===== src/rtl/irq_agg_pkg.sv =====
package irq_agg_pkg;
  parameter int unsigned SRC_DEFAULT = 16;
  typedef enum logic [1:0] {
    UPD_HOLD  = 2'd0,
    UPD_READ  = 2'd1
  } upd_kind_e;
endpackage


===== src/rtl/irq_edge_det.sv =====
module irq_edge_det #(
  parameter int unsigned SRC = 16
) (
  input  logic           clk,
  input  logic           rst,
  input  logic [SRC-1:0] cond_i,
  output logic [SRC-1:0] rise_o
);
  logic [SRC-1:0] cond_q;

  for (genvar g = 0; g < SRC; g++) begin : g_bit
    always_ff @(posedge clk) begin
      if (rst) cond_q[g] <= 1'b0;
      else     cond_q[g] <= cond_i[g];
    end
    assign rise_o[g] = cond_i[g] & ~cond_q[g];
  end
endmodule


===== src/rtl/irq_status_bank.sv =====
module irq_status_bank
  import irq_agg_pkg::*;
#(
  parameter int unsigned SRC = 16
) (
  input  logic           clk,
  input  logic           rst,
  input  logic [SRC-1:0] rise_i,
  input  logic [SRC-1:0] cond_i,
  input  logic           rd_i,
  output logic [SRC-1:0] status_q,
  output logic [SRC-1:0] pend_q,
  output logic [SRC-1:0] pend_d
);
  upd_kind_e      kind;
  logic [SRC-1:0] status_d;

  assign kind = rd_i ? UPD_READ : UPD_HOLD;

  always_comb begin
    status_d = status_q | rise_i;
    pend_d   = pend_q | rise_i;
    if (kind == UPD_READ) begin
      status_d = rise_i | (status_q & cond_i);
      pend_d   = rise_i;
    end
  end

  always_ff @(posedge clk) begin
    if (rst) begin
      status_q <= '0;
      pend_q   <= '0;
    end else begin
      status_q <= status_d;
      pend_q   <= pend_d;
    end
  end

  a_r2_rise_sets_status: assert property (@(posedge clk) disable iff (rst)
    (rise_i != '0) |=> ((status_q & $past(rise_i)) == $past(rise_i)));

  a_r5_no_clear_without_read: assert property (@(posedge clk) disable iff (rst)
    !rd_i |=> ((~status_q & $past(status_q)) == '0));

  a_r6_pending_within_status: assert property (@(posedge clk) disable iff (rst)
    ((pend_q & ~status_q) == '0));

  a_r8_rise_on_read_stays_pending: assert property (@(posedge clk) disable iff (rst)
    (rd_i && (rise_i != '0)) |=> ((pend_q & $past(rise_i)) == $past(rise_i)));
endmodule


===== src/rtl/irq_mask_reg.sv =====
module irq_mask_reg #(
  parameter int unsigned SRC = 16
) (
  input  logic           clk,
  input  logic           rst,
  input  logic           wr_i,
  input  logic [SRC-1:0] wdata_i,
  output logic [SRC-1:0] mask_q,
  output logic [SRC-1:0] mask_d
);
  assign mask_d = wr_i ? wdata_i : mask_q;

  always_ff @(posedge clk) begin
    if (rst) mask_q <= '1;
    else     mask_q <= mask_d;
  end
endmodule


===== src/rtl/irq_aggregator.sv =====
module irq_aggregator
  import irq_agg_pkg::*;
#(
  parameter int unsigned SRC = SRC_DEFAULT
) (
  input  logic           clk,
  input  logic           rst,
  input  logic [SRC-1:0] cond_i,
  input  logic           mask_wr_i,
  input  logic [SRC-1:0] mask_wdata_i,
  input  logic           stat_rd_i,
  output logic [SRC-1:0] stat_rdata_o,
  output logic           irq_o
);
  logic [SRC-1:0] rise;
  logic [SRC-1:0] status_q;
  logic [SRC-1:0] pend_q;
  logic [SRC-1:0] pend_d;
  logic [SRC-1:0] mask_q;
  logic [SRC-1:0] mask_d;
  logic           irq_q;
  logic [SRC-1:0] rdata_q;

  irq_edge_det #(.SRC(SRC)) u_edge (
    .clk    (clk),
    .rst    (rst),
    .cond_i (cond_i),
    .rise_o (rise)
  );

  irq_status_bank #(.SRC(SRC)) u_bank (
    .clk      (clk),
    .rst      (rst),
    .rise_i   (rise),
    .cond_i   (cond_i),
    .rd_i     (stat_rd_i),
    .status_q (status_q),
    .pend_q   (pend_q),
    .pend_d   (pend_d)
  );

  irq_mask_reg #(.SRC(SRC)) u_mask (
    .clk     (clk),
    .rst     (rst),
    .wr_i    (mask_wr_i),
    .wdata_i (mask_wdata_i),
    .mask_q  (mask_q),
    .mask_d  (mask_d)
  );

  always_ff @(posedge clk) begin
    if (rst) begin
      irq_q   <= 1'b0;
      rdata_q <= '0;
    end else begin
      irq_q <= |(pend_d & ~mask_d);
      if (stat_rd_i) rdata_q <= status_q;
    end
  end

  assign irq_o        = irq_q;
  assign stat_rdata_o = rdata_q;

  a_r9_irq_tracks_unmasked_pending: assert property (@(posedge clk) disable iff (rst)
    irq_o == |(pend_q & ~mask_q));

  a_r6_read_drops_irq: assert property (@(posedge clk) disable iff (rst)
    (stat_rd_i && (rise == '0) && !mask_wr_i) |=> !irq_o);
endmodule


===== config.mk =====
export PLATFORM = sky130hd
export DESIGN_NAME = irq_aggregator
export DESIGN_NICKNAME = d
export VERILOG_FILES = /design/src/rtl/irq_agg_pkg.sv /design/src/rtl/irq_edge_det.sv /design/src/rtl/irq_status_bank.sv /design/src/rtl/irq_mask_reg.sv /design/src/rtl/irq_aggregator.sv
export SDC_FILE = /design/constraint.sdc
export NUM_CORES = 1
export LEC_CHECK = 0
export ABC_AREA = 0
export BUFFER_PORTS_ARGS = -buffer_cell sky130_fd_sc_hd__buf_4
export CAP_MARGIN = 0
export CORE_MARGIN = 2
export CORE_UTILIZATION = 45
export DETAILED_ROUTE_END_ITERATION = 12
export MAX_ROUTING_LAYER = met4
export PLACE_DENSITY = 0.69
export SETUP_SLACK_MARGIN = 0.02
export SKIP_LAST_GASP = 1
export SYNTH_ARGS = -nofsm -noshare
export SYNTH_HDL_FRONTEND = slang
export SYNTH_SLANG_ARGS = --single-unit

===== constraint.sdc =====
create_clock -name clk -period 1.29 [get_ports clk]
set_clock_uncertainty 0.15 [all_clocks]
set_input_delay 0.258 -clock clk [delete_from_list [all_inputs] [get_ports clk]]
set_output_delay 0.258 -clock clk [all_outputs]
set_load 0.005 [all_outputs]

**Word-level counts from Yosys, hierarchy flattened**

Cells that the tools add are included.

- Flip-flop bits (word level): 81
- Input port bits: 36
- Output and inout port bits: 17
- Logic and storage cells: 65

- Equal/unequal tests: 1
- Multiplexer cells: 4
- Bitwise logic cells: 38
- Reduce and logical (&&, ||, !) cells: 1

Operator list:

| operator | count |
|---|---|
| two-way mux 16 bit | 3 |
| OR 16 bit | 3 |
| AND 16 bit | 2 |
| AND 1 bit | 16 |
| inverter 1 bit | 16 |
| inverter 16 bit | 1 |
| OR reduction 16 bit | 1 |
| equality test 2 x 1 -> 1 bit (second input constant) | 1 |
| two-way mux 1 bit | 1 |

**Longest topological paths before layout**

Gate-level depths: netlist of the first run.

- Word-level depth: 6
- Gate-level depth with buffers: 6
- Depth with buffers taken out: 5

**Hierarchy**

From an unflattened synthesis of the first run, not the netlist that was laid out.

- Cells, all modules: 328
- Area, all modules: 3,488.3 um2

Modules (own cells, without submodules):

| module | times used | cells an instance | area each (um2) |
|---|---|---|---|
| irq_status_bank | 1 | 150 | 1,519.0 |
| irq_aggregator | 1 | 78 | 732.0 |
| irq_mask_reg | 1 | 51 | 673.1 |
| irq_edge_det | 1 | 49 | 564.3 |

**Least setup slack after synthesis of the first run**

Ideal clock, no wire load.

- Kind: input-to-reg
- Start: input stat_rd_i
- End: register irq_q, in the netlist irq_o
- Data arrival time: 1.033 ns
- Required time: 1.000 ns
- Setup slack: -0.033 ns
- Stages on the path: 5
- Cells stage by stage: buf_4 > buf_2 > o21ai_0 > a221oi_2 > a41oi_1

- Longest elaborated chain between the ends: 5

RTL lines:

| element | line | source |
|---|---|---|
| start: declaration | irq_aggregator.sv:11 | `input logic stat_rd_i,` |
| two-way mux 1 bit | irq_status_bank.sv:18 | `assign kind = rd_i ? UPD_READ : UPD_HOLD;` |
| equality test 2 x 1 -> 1 bit | irq_status_bank.sv:23 | `if (kind == UPD_READ) begin` |
| two-way mux 16 bit | irq_status_bank.sv:23 |  |
| AND 16 bit | irq_aggregator.sv:56 | `irq_q <= \|(pend_d & ~mask_d);` |
| OR reduction 16 bit | irq_aggregator.sv:56 |  |
| end signal: assignment | irq_aggregator.sv:56 |  |
| end: declaration | irq_aggregator.sv:21 | `logic irq_q;` |

No other way between the ends.
A chain may end at the register's enable or synchronous reset.

**Worst setup path after layout of the first run**

- Start: register u_bank.pend_q[3]
- End: register irq_q, in the netlist irq_o

- Longest elaborated chain between the ends: 4

RTL lines:

| element | line | source |
|---|---|---|
| start: declaration | irq_status_bank.sv:12 | `output logic [SRC-1:0] pend_q,` |
| start signal: assignment | irq_status_bank.sv:35 | `pend_q <= pend_d;` |
| OR 16 bit | irq_status_bank.sv:22 | `pend_d = pend_q \| rise_i;` |
| two-way mux 16 bit | irq_status_bank.sv:23 |  |
| AND 16 bit | irq_aggregator.sv:56 |  |
| OR reduction 16 bit | irq_aggregator.sv:56 |  |

No other way between the ends.

==> impl_metrics.csv, run 1 <==
group,metric,value,unit
power_and_ir_drop,combPwrFrac,13.3,%
yosys,synth_enable_flop_cells,0,
yosys,synthTopCellsByCount,"81 x dfxtp_1, 38 x nor2_1, 37 x nor2b_1",
power_and_ir_drop,p_total,5.084,mW
yosys,ys_seq_elements,81,
drt,ant_nets,0,
drt,drt_first_pass_iters,4,
cts,clkSinkCount,81,
power_and_ir_drop,p_leak,1.783,nW
setup_path,crit_slowest_cell,"dfxtp_1",
yosys,synth.distinct_cells,26,
yosys,syn_area_per_cell,9.963,um^2
min_path,hp-class,"input pin to flop",
setup_path,worst-endpoint-required,1350,ps
yosys,yosys.area.top_type_share,54.99,%
drt,viasPerCell,4.845,
floorplan,dieArea,7217,um^2
timing,drv_slew,0,
yosys,syn_nets,332,
yosys,synthTopCellsByArea,"dfxtp_1 55%, mux2i_1 10%, nor2b_1 7.8%",
placement,place_ws,-301.6,ps
setup_path,end_kind,"flop",
layout,syn_to_final_growth,35.13,%
timing,hold_viol,0,
setup_path,critical_path_class,"flop to flop",
timing,worst_pin_slew,353.3,ps
drt,remaining_drc_errors,0,
drt,drtIter0Drc,78,
min_path,whs_path_depth,2,
run,cap_violations,0,
setup_path,reg2reg_slack,-90,ps
cts,cts_tree,"done",
cts,cts_setup_buffers,0,
grt,grt_pass1_vias,2285,
yosys,synthCells,296,
setup_path,slowest_delay,310,ps
cts,numCtsBuffers,9,
placement,placed_area,3620,um^2
run_status,violations,"negative setup slack",
setup_path,critPathLaunch,"u_bank.pend_q[3]",
yosys,yosys_warnings,0,
setup_path,path_cells,"nor2b_4 > o21ai_1 > nand4_1 > nor4_2 > a41oi_1",
setup_path,r2r-start,"u_bank.pend_q[3]",
drt,wl,6174,um
drt,dr_total_vias,2287,
floorplan,coreArea,6350,um^2
yosys,yosysMostFrequentCell,"dfxtp_1",
floorplan,die_y,84.96,um
grt,overflow,0,
floorplan,die_w,84.96,um
placement,place.gp.congestion,0.7502,
power_and_ir_drop,p_per_area,1276,nW/um^2
setup_path,start_kind,"flop",
min_path,min_to,"u_edge.cond_q[15]",
yosys,ys.flop_type,"dfxtp_1",
timing,fin_ws,-92.37,ps
yosys,yosys.area.top_type,"dfxtp_1",
timing,period_needed,1382,ps
cts,clkLatencyLatePin,350,ps
drt,post_drt_wl_per_cell,13.08,um
yosys,seq_area_frac_synth,54.99,%
timing,setup_viol,1,
power_and_ir_drop,ir_drop,0.0008021,V
setup_path,crit_arrival,1440,ps
timing,rsz0062_at_grt,"yes",
floorplan,io_pins,53,
timing,fin_tns_setup,-92.37,ps
grt,track_usage,18.93,%
grt,grt_max_degree,32,
grt,grt_pass1_wl,10380,um
placement,portBuffers,52,
placement,dp_cells,442,
placement,dp_hpwl,4129,um
layout,final_cells,472,
cts,cts_root_buf,"clkbuf_8",
setup_path,critPathTopFamily,"simple AND/OR/NAND/NOR gates",
setup_path,path_buf_inv,0,
power_and_ir_drop,p_sw,1.253,mW
timing,max_freq,723.4,MHz
cts,clk_transition_reported_paths,80,ps
setup_path,critPathMaxFanout,2,
grt,antenna_found_initial,0,
yosys,synth_area,2949,um^2
power_and_ir_drop,power.share.sequential,53.3,%
cts,clk_path_buf_depth,2,
layout,final_area,3985,um^2
setup_path,r2r-end,"irq_o",
min_path,hold_start,"cond_i[15]",
power_and_ir_drop,p_clk_share,33.4,%
timing,finalCritPeriodShare,107.2,%
layout,num_antenna_cells,0,
power_and_ir_drop,swShare,24.64,%
run_status,outcome,"finished with violations",
floorplan,initial_utilization,46.44,%
layout,drive_gt1_share,30.13,%
timing,whs,17.34,ps
power_and_ir_drop,internal_power,3.832,mW
cts,cts_htree_levels,3,
layout,post-route-util,62.76,%
layout,nets,426,
setup_path,reg2reg_depth,5,
yosys,synthArstFlopShare,0,%
timing,max_slew_margin,76.45,%
floorplan,num_rows,29,
==> logic make-up (layout without fill, tap and decap cells) <==
| group | count (synthesis) | after routing | synth area share [%] |
|---|---|---|---|
| AND/OR/NAND/NOR | 112 | 112 | 20.66 |
| buffers and inverters | 24 | 123 | 4.327 |
| AO/OA/AOI/OAI | 49 | 49 | 9.843 |
| flip-flops | 81 | 81 | 54.99 |
| multiplexers | 30 | 30 | 10.18 |
==> metal layers <==
| layer | vias up | share of wire, % | GRT usage [%] |
|---|---|---|---|
| met2 | 49 | 49 | 29.90 |
| met3 | 7 | 4.5 | 5.350 |
| met4 | 0 | 1.2 | 6.494 |
| met1 | 1071 | 46 | 23.30 |
| li1 | 1160 | - | - |
| met5 | - | 0 | - |
==> cell type report <==
type / count / area (um^2)
inverter: 8 / 30.03
tap: 77 / 96.34
clock buffer: 11 / 151.4
multi-input combinational: 191 / 1249
clock inverter: 5 / 30.03
sequential: 81 / 1625
fill: 546 / 2365
timing repair buffer: 99 / 803.3
==> placed cells by master, fill, tap and decap left out, types with 2 or more instances in the layout <==
master / Yosys / final
clkbuf_8: 0 / 11
a21oi_1: 19 / 18
a211o_2: 2 / 2
clkinvlp_4: 0 / 2
buf_12: 1 / 2
nand2_1: 3 / 3
a22oi_1: 2 / 2
clkinv_2: 0 / 3
inv_1: 8 / 8
dlygate4sd3_1: 0 / 14
or2b_1: 3 / 3
dfxtp_1: 81 / 78
nor2b_1: 37 / 34
nand2b_1: 27 / 26
buf_4: 3 / 83
mux2i_1: 30 / 30
nor2_1: 38 / 38
o21ai_1: 2 / 6
o21ai_2: 2 / 3
o21ai_0: 17 / 12
and2b_4: 2 / 2
nor2b_4: 0 / 3
dfxtp_2: 0 / 3
==> flip-flops by register name (all words and copies together) (netlist names) <==
signal,flops
irq_o,1
u_bank.pend_q,16
u_bank.status_q,16
stat_rdata_o,16
u_edge.cond_q,16
u_mask.mask_q,16
==> repair_timing <==
item                       4_1_cts  5_1_grt
cloned                           0        0
setup endpoints to repair        1        5
hold buffers                    14        0
resized for setup                4       12
hold endpoints to repair        14        0
pin swaps                        3        7
==> power by group through the flow <==
stage	sequential [mW]	combinational [mW]	clock (mW)
2_1_floorplan	2.75	0.356	0
3_3_place_gp	2.76	0.619	0
3_5_place_dp	2.76	0.629	0
4_1_cts	2.71	0.674	1.73
5_1_grt	2.72	0.754	1.85
6_report	2.71	0.679	1.70
==> worst max-delay path by stage <==
stage	cells after the start	endpoint	slack (ps)
3_5_place_dp	6	irq_o	-300
4_1_cts	5	irq_o	-130
5_1_grt	5	irq_o	-170
2_1_floorplan	5	irq_o	-10
6_report	5	irq_o	-90
3_3_place_gp	6	irq_o	-280
(Power assumes the default switching activity.)
==> run 2, diff against run 1 <==
--- a/config.mk
+++ b/config.mk
@@ -9,11 +9,10 @@
 export BUFFER_PORTS_ARGS = -buffer_cell sky130_fd_sc_hd__buf_4
 export CAP_MARGIN = 0
 export CORE_MARGIN = 2
-export CORE_UTILIZATION = 45
+export CORE_UTILIZATION = 49
 export DETAILED_ROUTE_END_ITERATION = 12
 export MAX_ROUTING_LAYER = met4
-export PLACE_DENSITY = 0.69
-export SETUP_SLACK_MARGIN = 0.02
+export PLACE_DENSITY = 0.74
 export SKIP_LAST_GASP = 1
 export SYNTH_ARGS = -nofsm -noshare
 export SYNTH_HDL_FRONTEND = slang
==> run 2 against run 1 <==
  * The flow still finishes with violations (negative setup slack)
  * Sequential share of layout area up 0.20 points
  * Flip-flop and latch count unchanged
  * Global-route usage up 1.6 points
  * Largest power group unchanged
==> impl_metrics.csv, run 2 (synthesis results as in run 1) <==
group,metric,value,unit
drt,drtIter0Drc,89,
grt,grt_pass1_vias,2214,
run,cap_violations,0,
setup_path,reg2reg_slack,-130,ps
grt,track_usage,20.54,%
floorplan,num_rows,28,
floorplan,coreArea,5886,um^2
setup_path,worst-endpoint-required,1360,ps
timing,whs,7.154,ps
timing,fin_ws,-132.5,ps
timing,max_freq,703.0,MHz
cts,clkSinkCount,81,
layout,nets,424,
run_status,outcome,"finished with violations",
timing,setup_viol,1,
setup_path,crit_arrival,1490,ps
cts,numCtsBuffers,9,
layout,final_common_cell,"buf_4",
layout,post-route-util,67.22,%
cts,cts_root_buf,"clkbuf_8",
placement,place.gp.congestion,0.7373,
layout,drive_gt1_share,30.10,%
drt,post_drt_wl_per_cell,13.06,um
timing,drv_slew,0,
min_path,hold_start,"cond_i[7]",
power_and_ir_drop,ir_drop,0.0008162,V
cts,clk_transition_reported_paths,80,ps
placement,portBuffers,52,
power_and_ir_drop,p_leak,1.780,nW
drt,remaining_drc_errors,0,
drt,viasPerCell,4.827,
drt,wl,6100,um
cts,clkLatencyLatePin,340,ps
setup_path,r2r-start,"u_edge.cond_q[0]",
setup_path,critical_path_class,"flop to flop",
timing,rsz0062_at_grt,"yes",
drt,ant_nets,0,
timing,finalCritPeriodShare,110.3,%
setup_path,end_kind,"flop",
min_path,hp-class,"input pin to flop",
cts,cts_tree,"done",
floorplan,initial_utilization,50.11,%
grt,grt_pass1_wl,9929,um
cts,cts_htree_levels,3,
layout,num_antenna_cells,0,
layout,most-common-layout-cells,"88 x buf_4, 81 x dfxtp_1, 38 x nor2_1, 35 x nor2b_1, 30 x mux2i_1",
setup_path,start_kind,"flop",
timing,period_needed,1423,ps
drt,drt_first_pass_iters,4,
grt,grt_max_degree,30,
timing,hold_viol,0,
floorplan,io_pins,53,
grt,overflow,0,
timing,max_slew_margin,79.29,%
setup_path,critPathMaxFanout,2,
timing,worst_pin_slew,307.3,ps
run_status,violations,"negative setup slack",
timing,fin_tns_setup,-132.5,ps
layout,fillers,482,
grt,antenna_found_initial,0,
placement,dp_hpwl,4302,um
floorplan,dieArea,6655,um^2
setup_path,critPathLaunch,"u_edge.cond_q[0]",
floorplan,die_w,81.58,um
layout,syn_to_final_growth,34.15,%
cts,clk_path_buf_depth,2,
power_and_ir_drop,p_per_area,1317,nW/um^2
floorplan,die_y,81.58,um
drt,dr_total_vias,2254,
==> run 2: cell types whose count changed in the layout (fill, tap and decap cells not counted), sizes merged <==
cell         change
clkinvlp         -2
clkbuf           +1
dlygate4sd3      -6
buf              +4
clkinv           -1
bufinv           +1
==> run 2: worst max-delay path, cell delays in order, from the launching register on <==
cell and delay, ps:
dfxtp_1 310, nand2b_1 120, o21ai_0 130, a22o_1 230
a221oi_2 220, a41oi_2 140
==> run 2: through the flow <==
stage / cells / setup WS [ps] / total power, mW / instance area, um^2
6_report: 467 / -132.5 / 5.210 / 3956
3_5_place_dp: 443 / -362.1 / 3.396 / 3627
4_1_cts: 467 / -152.6 / 5.231 / 3924
2_1_floorplan: 296 / -11.49 / 3.107 / 2969
3_3_place_gp: 443 / -270.3 / 3.378 / 3627
5_1_grt: 467 / -186.0 / 5.439 / 3956
==> run 2: what timing repair did <==
item | CTS | global route
cloned | 0 | 0
hold buffers | 8 | 0
pin swaps | 4 | 5
endpoints found under the hold margin | 8 | 0
buffers inserted | 1 | 0
resized for setup | 3 | 9
endpoints found under the setup margin | 1 | 1
==> run 2: cell type report <==
class | instances | area [um^2] | share of cell area, %
Multi-Input combinational cell | 191 | 1255 | 31.72
Clock buffer | 12 | 155.1 | 3.922
Timing Repair Buffer | 97 | 760.7 | 19.23
Tap cell | 75 | 93.84 | 2.372
Clock inverter | 3 | 40.04 | 1.012
Inverter | 8 | 30.03 | 0.7590
Sequential cell | 81 | 1622 | 40.99
==> run 2: final timing paths <==
kind	cells past startpoint	to
worst min register to register	2	u_bank.status_q[8]
worst max register to register	5	irq_o
worst min-delay path	2	u_edge.cond_q[7]
worst max-delay path	5	irq_o
==> run 2: metal layers <==
layer | wire, um | track usage, % | up-vias
li1 | - | - | 1156
met3 | 254 | 4.615 | 11
met2 | 3100 | 34.18 | 44
met4 | 113 | 9.000 | 0
met1 | 2631 | 23.85 | 1043
met5 | 0 | - | -
==> run 2: power breakdown <==
part	total (mW)	internal, mW	switching, mW
Sequential	2.71	2.65	0.0531
Clock	1.82	0.984	0.840
Combinational	0.678	0.377	0.302
Total	5.21	4.01	1.20
